**config.mk**
```make
export PLATFORM = sky130hd
export DESIGN_NAME = fsk_slicer
export DESIGN_NICKNAME = d
export VERILOG_FILES = /design/src/rtl/slicer_pkg.sv /design/src/rtl/slicer_avg_filter.sv /design/src/rtl/slicer_chip_vote.sv /design/src/rtl/slicer_lock_ctrl.sv /design/src/rtl/fsk_slicer.sv
export SDC_FILE = /design/constraint.sdc
export NUM_CORES = 1
export LEC_CHECK = 0
export CAP_MARGIN = 30
export CORE_ASPECT_RATIO = 1.75
export CORE_MARGIN = 5
export CORE_UTILIZATION = 57
export CTS_CLUSTER_SIZE = 8
export DETAILED_ROUTE_END_ITERATION = 6
export HOLD_SLACK_MARGIN = 0.15
export PLACE_DENSITY_LB_ADDON = 0.08
export SLEW_MARGIN = 0
export SYNTH_ARGS = -nofsm -noshare
export SYNTH_HDL_FRONTEND = slang
export SYNTH_SLANG_ARGS = --single-unit
```
**constraint.sdc**
```tcl
create_clock -name clk -period 5.8 [get_ports clk]
set_input_delay 1.16 -clock clk [delete_from_list [all_inputs] [get_ports clk]]
set_output_delay 1.16 -clock clk [all_outputs]
set_load 0.005 [all_outputs]
```
**src/rtl/slicer_pkg.sv**
```systemverilog
// Shared types and constants for the chip slicer.
package slicer_pkg;
    // Lock control selection.
    typedef enum logic {
        LOCK_AUTO   = 1'b0,
        LOCK_MANUAL = 1'b1
    } lock_mode_e;

    // Width of the settling code.
    localparam int unsigned SETTLE_W = 2;
endpackage

```
**src/rtl/slicer_avg_filter.sv**
```systemverilog
// Exponential averaging filter producing the slice threshold.
// Assumes samples are signed; the average never leaves the range spanned by
// zero and the samples seen, so it fits the sample width.
module slicer_avg_filter #(
    parameter int SMP_W = 12,
    parameter int K_MIN = 3
) (
    input  logic                          clk,
    input  logic                          rst_n,
    input  logic                          rx_en,
    input  logic                          smp_valid,
    input  logic signed [SMP_W-1:0]       smp_data,
    input  logic                          frozen,
    input  logic [slicer_pkg::SETTLE_W-1:0] settle_sel,
    output logic signed [SMP_W-1:0]       avg_o
);
    localparam int EXT_W = SMP_W + 1;

    logic signed [SMP_W-1:0] avg_q;
    logic signed [EXT_W-1:0] diff;
    logic signed [EXT_W-1:0] step;
    logic signed [EXT_W-1:0] sum;
    logic [3:0]              shift;

    // Compute the filter step for the current sample.
    always_comb begin
        shift = 4'(K_MIN) + 4'(settle_sel);
        diff  = EXT_W'(smp_data) - EXT_W'(avg_q);
        step  = diff >>> shift;
        sum   = EXT_W'(avg_q) + step;
    end

    // Hold, update or clear the average.
    always_ff @(posedge clk) begin
        if (!rst_n || !rx_en) begin
            avg_q <= '0;
        end else if (smp_valid && !frozen) begin
            avg_q <= sum[SMP_W-1:0];
        end
    end

    assign avg_o = avg_q;

    p_no_overflow_r2: assert property (@(posedge clk) disable iff (!rst_n)
        (rx_en && smp_valid && !frozen) |-> (sum[SMP_W] == sum[SMP_W-1]))
        else $error("average overflow");

    p_hold_locked_r7: assert property (@(posedge clk) disable iff (!rst_n)
        (frozen && rx_en) |=> $stable(avg_q))
        else $error("average moved while frozen");

    p_idle_clear_r8: assert property (@(posedge clk) disable iff (!rst_n)
        !rx_en |=> (avg_q == '0))
        else $error("average not cleared when idle");
endmodule

```
**src/rtl/slicer_chip_vote.sv**
```systemverilog
// Per-sample comparison and majority vote over the central samples of a chip.
// Assumes OSR samples per chip, phase counted from the rise of rx_en.
module slicer_chip_vote #(
    parameter int SMP_W  = 12,
    parameter int OSR    = 8,
    parameter int VOTE_N = 5
) (
    input  logic                    clk,
    input  logic                    rst_n,
    input  logic                    rx_en,
    input  logic                    smp_valid,
    input  logic signed [SMP_W-1:0] smp_data,
    input  logic signed [SMP_W-1:0] threshold,
    output logic                    chip_end,
    output logic                    chip_valid,
    output logic                    chip_out
);
    localparam int PH_W       = $clog2(OSR);
    localparam int VOTE_FIRST = (OSR - VOTE_N + 1) / 2;
    localparam int VOTE_LAST  = VOTE_FIRST + VOTE_N - 1;
    localparam int CNT_W      = $clog2(VOTE_N + 1);
    localparam int MAJ        = (VOTE_N + 1) / 2;

    logic [PH_W-1:0]  phase_q;
    logic [CNT_W-1:0] votes_q;
    logic             above;
    logic             in_window;

    // Compare the sample and decide whether it votes.
    always_comb begin
        above     = smp_data > threshold;
        in_window = (int'(phase_q) >= VOTE_FIRST) && (int'(phase_q) <= VOTE_LAST);
        chip_end  = rx_en && smp_valid && (int'(phase_q) == OSR - 1);
    end

    // Advance phase, accumulate votes and emit the chip decision.
    always_ff @(posedge clk) begin
        if (!rst_n || !rx_en) begin
            phase_q    <= '0;
            votes_q    <= '0;
            chip_valid <= 1'b0;
            chip_out   <= 1'b0;
        end else begin
            chip_valid <= chip_end;
            if (smp_valid) begin
                phase_q <= (int'(phase_q) == OSR - 1) ? '0 : phase_q + 1'b1;
                if (chip_end) begin
                    chip_out <= (int'(votes_q) >= MAJ);
                    votes_q  <= '0;
                end else if (in_window && above) begin
                    votes_q <= votes_q + 1'b1;
                end
            end
        end
    end

    p_chip_pulse_r4: assert property (@(posedge clk) disable iff (!rst_n)
        chip_valid |=> !chip_valid)
        else $error("chip pulse too long");

    p_votes_bound_r4: assert property (@(posedge clk) disable iff (!rst_n)
        int'(votes_q) <= VOTE_N)
        else $error("vote count out of range");
endmodule

```
**src/rtl/slicer_lock_ctrl.sv**
```systemverilog
// Lock control: manual request, or automatic lock after a chip count that
// starts with rx_en. Assumes chip_end pulses once per completed chip.
module slicer_lock_ctrl #(
    parameter int BASE_CHIPS = 16
) (
    input  logic                            clk,
    input  logic                            rst_n,
    input  logic                            rx_en,
    input  logic                            chip_end,
    input  logic                            lock_mode,
    input  logic                            lock_req,
    input  logic [slicer_pkg::SETTLE_W-1:0] settle_sel,
    output logic                            locked
);
    import slicer_pkg::*;

    localparam int MAX_SHIFT = (1 << SETTLE_W) - 1;
    localparam int CNT_W     = $clog2(BASE_CHIPS << MAX_SHIFT) + 1;

    logic [CNT_W-1:0] cnt_q;
    logic [CNT_W-1:0] limit;
    logic             auto_done;
    lock_mode_e       mode;

    // Derive the interval and the lock state.
    always_comb begin
        limit  = CNT_W'(BASE_CHIPS) << settle_sel;
        mode   = lock_mode_e'(lock_mode);
        locked = rx_en && ((mode == LOCK_MANUAL) ? lock_req : auto_done);
    end

    // Count chips since rx_en and latch the automatic lock.
    always_ff @(posedge clk) begin
        if (!rst_n || !rx_en) begin
            cnt_q     <= '0;
            auto_done <= 1'b0;
        end else if (chip_end && !auto_done) begin
            cnt_q <= cnt_q + 1'b1;
            if (cnt_q + 1'b1 == limit) begin
                auto_done <= 1'b1;
            end
        end
    end

    p_auto_at_limit_r6: assert property (@(posedge clk) disable iff (!rst_n)
        $rose(auto_done) |-> (cnt_q == limit))
        else $error("auto lock at wrong count");

    p_auto_sticky_r6: assert property (@(posedge clk) disable iff (!rst_n)
        (auto_done && rx_en) |=> auto_done)
        else $error("auto lock released while receiving");
endmodule

```
**src/rtl/fsk_slicer.sv**
```systemverilog
// Top of the chip slicer: averaging threshold, majority vote and lock control.
// Assumes one discriminator sample per strobe and OSR strobes per chip.
module fsk_slicer #(
    parameter int SMP_W      = 12,
    parameter int OSR        = 8,
    parameter int VOTE_N     = 5,
    parameter int BASE_CHIPS = 16,
    parameter int K_MIN      = 3
) (
    input  logic                    clk,
    input  logic                    rst_n,
    input  logic                    rx_en,
    input  logic                    smp_valid,
    input  logic signed [SMP_W-1:0] smp_data,
    input  logic                    lock_mode,
    input  logic                    lock_req,
    input  logic [1:0]              settle_sel,
    output logic                    chip_valid,
    output logic                    chip_out,
    output logic signed [SMP_W-1:0] threshold,
    output logic                    locked
);
    logic chip_end;

    slicer_avg_filter #(.SMP_W(SMP_W), .K_MIN(K_MIN)) u_filter (
        .clk(clk), .rst_n(rst_n), .rx_en(rx_en), .smp_valid(smp_valid),
        .smp_data(smp_data), .frozen(locked), .settle_sel(settle_sel),
        .avg_o(threshold)
    );

    slicer_chip_vote #(.SMP_W(SMP_W), .OSR(OSR), .VOTE_N(VOTE_N)) u_vote (
        .clk(clk), .rst_n(rst_n), .rx_en(rx_en), .smp_valid(smp_valid),
        .smp_data(smp_data), .threshold(threshold), .chip_end(chip_end),
        .chip_valid(chip_valid), .chip_out(chip_out)
    );

    slicer_lock_ctrl #(.BASE_CHIPS(BASE_CHIPS)) u_lock (
        .clk(clk), .rst_n(rst_n), .rx_en(rx_en), .chip_end(chip_end),
        .lock_mode(lock_mode), .lock_req(lock_req), .settle_sel(settle_sel),
        .locked(locked)
    );

    p_idle_unlocked_r1: assert property (@(posedge clk) disable iff (!rst_n)
        !rx_en |=> !chip_valid)
        else $error("chip pulse while idle");
endmodule

```
Word-level counts from Yosys, hierarchy flattened

Cells that the tools add are included.
Widths: inputs -> output; s select.

$lt $le $gt $ge: 4
Shift operators: 2
Reduce and logical (&&, ||, !) cells: 16
Add/subtract/negate cells: 6
Equality and inequality tests: 2
Mux-type cells: 4

Operators with widths:

| operator            | count |
|---|---|
| $sshr 13x4->12      | 1 |
| $sub 12x12->13      | 1 |
| $add 12x12->12      | 1 |
| $gt 12x12->1        | 1 |
| $mux 3              | 3 |
| $add 8x1->8 const B | 1 |
| $eq 8x8->1          | 1 |
| $shl 5x2->8 const A | 1 |
| $logic_and 1x1->1   | 7 |
| $add 3x1->3 const B | 2 |
| $ge 3x2->1 const B  | 2 |
| $reduce_and 2->1    | 3 |
| $logic_not 1->1     | 4 |
| $add 2x2->3 const A | 1 |
| $eq 3x1->1 const B  | 1 |
| $le 3x3->1 const B  | 1 |
| $reduce_bool 2->1   | 1 |
| $logic_or 1x1->1    | 1 |
| $mux 1              | 1 |

Flip-flop bits (word level): 29
Bits of input ports: 20
Output and inout bits: 15

Longest topological paths before layout

Gate-level depths: netlist of the first run.

Depth after elaboration: 5
Mapped depth: 22

By module

From an unflattened synthesis of the first run, not the netlist that was laid out.

Cell total of the unflattened synthesis: 424
Area, all modules: 3224.3 µm²

By module, submodules not included:

| module            | area an instance (µm²) | times used | cells each | seq. area each (µm²) |
|---|---|---|---|---|
| slicer_avg_filter | 1856.8                 | 1          | 249        | 240.2 |
| slicer_chip_vote  | 691.9                  | 1          | 86         | 160.2 |
| slicer_lock_ctrl  | 675.6                  | 1          | 89         | 180.2 |

Least setup slack after synthesis of the first run

Ideal clock, no wire load.

Path type: input-to-reg
Start point: input port smp_data[0]
End point: register u_filter.avg_q[10], in the netlist u_filter.avg_o[10]
Library setup time: 0.120 ns
Arrival: 4.461 ns
Buffers on the path: 0
Data required time: 5.680 ns
Path slack: 1.219 ns
Cell stages on the path: 19
Cell sequence: inv_1 ha_1 fa_1 nor2b_1 o2111ai_2 nand2_2 o31a_1 xor2_1 o21a_1 mux2i_1 o21a_1 fa_1 nor2b_1 o21ai_1 a21oi_1 o21ai_1 a211oi_1 o21ai_1 a211o_1

Longest elaborated chain between the ends: 3

RTL lines:

| item                   | RTL line                | RTL |
|---|---|---|
| start: declaration     | fsk_slicer.sv:14        | `input logic signed [SMP_W-1:0] smp_data,` |
| $sub 12x12->13         | slicer_avg_filter.sv:28 | `diff = EXT_W'(smp_data) - EXT_W'(avg_q);` |
| $sshr 13x4->12         | slicer_avg_filter.sv:29 | `step = diff >>> shift;` |
| $add 12x12->12         | slicer_avg_filter.sv:30 | `sum = EXT_W'(avg_q) + step;` |
| end signal: assignment | slicer_avg_filter.sv:38 | `avg_q <= sum[SMP_W-1:0];` |
| end: declaration       | slicer_avg_filter.sv:19 | `logic signed [SMP_W-1:0] avg_q;` |

No other way between the ends.
A chain may end at the register's enable or synchronous reset.

Worst setup path in the final report of the first run

Ends and elaborated chain as after synthesis.

==> results of run 1 <==
[layer usage]
metal  GRT usage (%)  part of all wire [%]  vias up
met5               0                     0        -
met4           11.29                   4.0        0
met3           3.568                   3.5       23
met2           40.92                    55       49
met1           21.36                    38     1288
li1                -                     -     1406
[critical path: stages]
cell             delay (ns)
clkdlybuf4s50_1        0.45
inv_1                  0.04
ha_1                   0.20
fa_1                   0.40
nor2b_1                0.21
o2111ai_2              0.14
nand2_2                0.13
o31a_1                 0.21
xor2_1                 0.24
o21a_1                 0.17
mux2i_1                0.12
o21a_1                 0.21
fa_1                   0.41
nor2b_1                0.17
o21ai_1                0.10
a21oi_1                0.20
o21ai_1                0.13
a211oi_1               0.31
o21ai_1                0.13
nor4_1                 0.18
a211o_1                0.14
[path summary, 6_finish.rpt]
kind / from / endpoint / slack [ns] / depth (start not counted)
worst max-delay path: smp_data[0] / u_filter.avg_o[10] / 0.57 / 21
worst min-delay path: u_vote.votes_q[2] / u_vote.votes_q[2] / 0.48 / 2
worst max register to register: u_filter.avg_o[4] / u_filter.avg_o[10] / 1.50 / 21
worst min register to register: u_vote.votes_q[2] / u_vote.votes_q[2] / 0.48 / 2
[cells in the mapped netlist (all sizes together) (2+ instances only)]
cell type,n,area share (%)
a211oi,7,1.8
a21o,4,1.0
a21oi,33,5.9
a221oi,2,0.61
a31oi,3,0.87
and3,5,1.1
clkbuf,10,1.3
dfxtp,29,20
fa,2,1.4
ha,33,14
inv,29,3.8
mux2,4,1.6
mux2i,14,4.9
nand2,39,5.2
nand2b,2,0.44
nand3,9,1.6
nand4,5,1.1
nor2,35,4.6
nor2b,6,1.3
nor3,12,2.1
nor3b,2,0.70
o211ai,5,1.3
o21a,4,1.0
o21ai,25,4.5
o22ai,2,0.44
o311ai,3,2.0
o31ai,2,0.52
or2,5,1.1
or3,4,0.87
xnor2,12,3.7
xor2,13,4.0
[cell type report]
cell class,instances,area [µm²],share of cell area (%)
clock inverter,1,5.005,0.1490
tap,54,67.56,2.012
timing repair buffer,36,355.3,10.58
inverter,29,108.9,3.241
sequential,29,580.6,17.29
clock buffer,7,96.34,2.869
multi-input combinational,306,2145,63.86
[where the power goes]
part	switching, mW	internal, mW
Clock	0.0781	0.107
Sequential	0.00713	0.205
Combinational	0.161	0.132
Total	0.246	0.444
[state kept, by name (all words and copies together) (netlist names)]
name	cells
u_lock.cnt_q	8
u_vote.chip_out	1
u_vote.votes_q	3
u_lock.auto_done	1
u_filter.avg_o	12
u_vote.chip_valid	1
u_vote.phase_q	3
[cells by family after synthesis]
family / after synthesis / share of synthesized area [%]
AND/OR/NAND/NOR: 128 / 21.02
AO/OA/AOI/OAI: 98 / 22.63
buffers and inverters: 40 / 5.222
adder cells (fa/ha/maj): 36 / 16.10
flip-flops: 29 / 20.19
XOR/XNOR: 25 / 7.615
multiplexers: 19 / 7.223
==> flow_metrics.env, run 1 <==
export IMPL_die_h_um=104.0
export IMPL_diodes=0
export IMPL_hpwl_mm=5.576
export IMPL_layout_cells_non_filler=462
export IMPL_min_period_over_period_pct=90.11
export IMPL_viasPerCell=5.987
export IMPL_overflow=0
export IMPL_cts_tree="done"
export IMPL_hold_viol_final=0
export IMPL_drt_total_wl_mm=6.879
export IMPL_cts_sinks=29
export IMPL_clock_path_buffers=2
export IMPL_root_buffer="clkbuf_8"
export IMPL_end_kind="register"
export IMPL_status="completed"
export IMPL_grt_pass1_vias=2844
export IMPL_clkTransAtPathRegs_ns=0.07
export IMPL_finalSetupTns_ns=0
export IMPL_setup_viol=0
export IMPL_drc=0
export IMPL_initial_core_util_pct=58.27
export IMPL_crit_arrival_ns=5.46
export IMPL_grt_pass1_wl_mm=11.92
export IMPL_grt_usage_pct=21.60
export IMPL_postCtsHoldBufs=0
export IMPL_fmax_mhz=191.3
export IMPL_placed_area_um2=3257
export IMPL_p_leak_nw=1.355
export IMPL_wl_per_cell_um=14.89
export IMPL_mostFrequentLayoutCells="38 x nand2_1, 35 x nor2_1, 34 x clkdlybuf4s50_1, 33 x ha_1, 32 x a21oi_1"
export IMPL_worst_slack_ns=0.5735
export IMPL_period_minus_slack_ns=5.227
export IMPL_numCtsBuffers=5
export IMPL_post_cts_resized=0
export IMPL_cp_max_fo=3
export IMPL_drive_above_1_share_pct=6.373
export IMPL_synth_flop_cell="dfxtp_1"
export IMPL_synth_enable_flop_cells=0
export IMPL_post_cts_buffers=0
export IMPL_via_count=2766
export IMPL_htreeDepth=2
export IMPL_final_common_cell="nand2_1"
export IMPL_yosysSeqAreaShare_pct=20.19
export IMPL_drtIter0Drc=101
export IMPL_worstPathRequired_ns=6.03
export IMPL_yosysWarnings=0
export IMPL_syn_avg_cell_area_um2=7.667
export IMPL_dieArea_um2=6621
export IMPL_core_um2=4935
export IMPL_maxCapViolCount=0
export IMPL_gp_congestion=0.8539
export IMPL_total_power_uw=689.9
export IMPL_whs_ns=0.4772
export IMPL_clk_latency_ns=0.28
export IMPL_ys_ff_latch=29
export IMPL_slew_violations=0
export IMPL_final_area_um2=3358
export IMPL_synthDistinctLibCells=56
export IMPL_finish_net_count=462
export IMPL_ir_drop_mv=0.1796
export IMPL_skew_ns=0.006178
export IMPL_pre_cts_ws_ns=0.3353
export IMPL_antenna_left=0
export IMPL_grt_setup_unrepaired="false"
export IMPL_dr_pass1_iters=4
export IMPL_io_pin_count=35
export IMPL_area_delta_synth_final_pct=16.80
export IMPL_antenna_found_initial=0
export IMPL_start_kind="input pin"
export IMPL_dpl_cell_count=454
export IMPL_rows=34
export IMPL_maxSlewHeadroom_pct=35.64
export IMPL_synth_nets=430
export IMPL_netlist_area_um2=2875
export IMPL_critPathKind="input pin to register"
export IMPL_nFillCells=452
export IMPL_worstMarginPinSlew_ns=0.9630
export IMPL_grt_max_degree=29
export IMPL_io_buffers=34
export IMPL_power_density_nw_per_um2=205.4
export IMPL_async_reset_ff_share_pct=0
export IMPL_hold_path_class="register to register"
export IMPL_die_x_um=63.69
export IMPL_fin_util_pct=68.05
export IMPL_netlist_instances=375
(Power assumes the default switching activity.)
==> inputs of run 2 (changes only) <==
GPL_ROUTABILITY_DRIVEN = 0   (was unset)
==> results of run 2 <==
The final DEF is identical to that of run 1; final timing and power are the same.
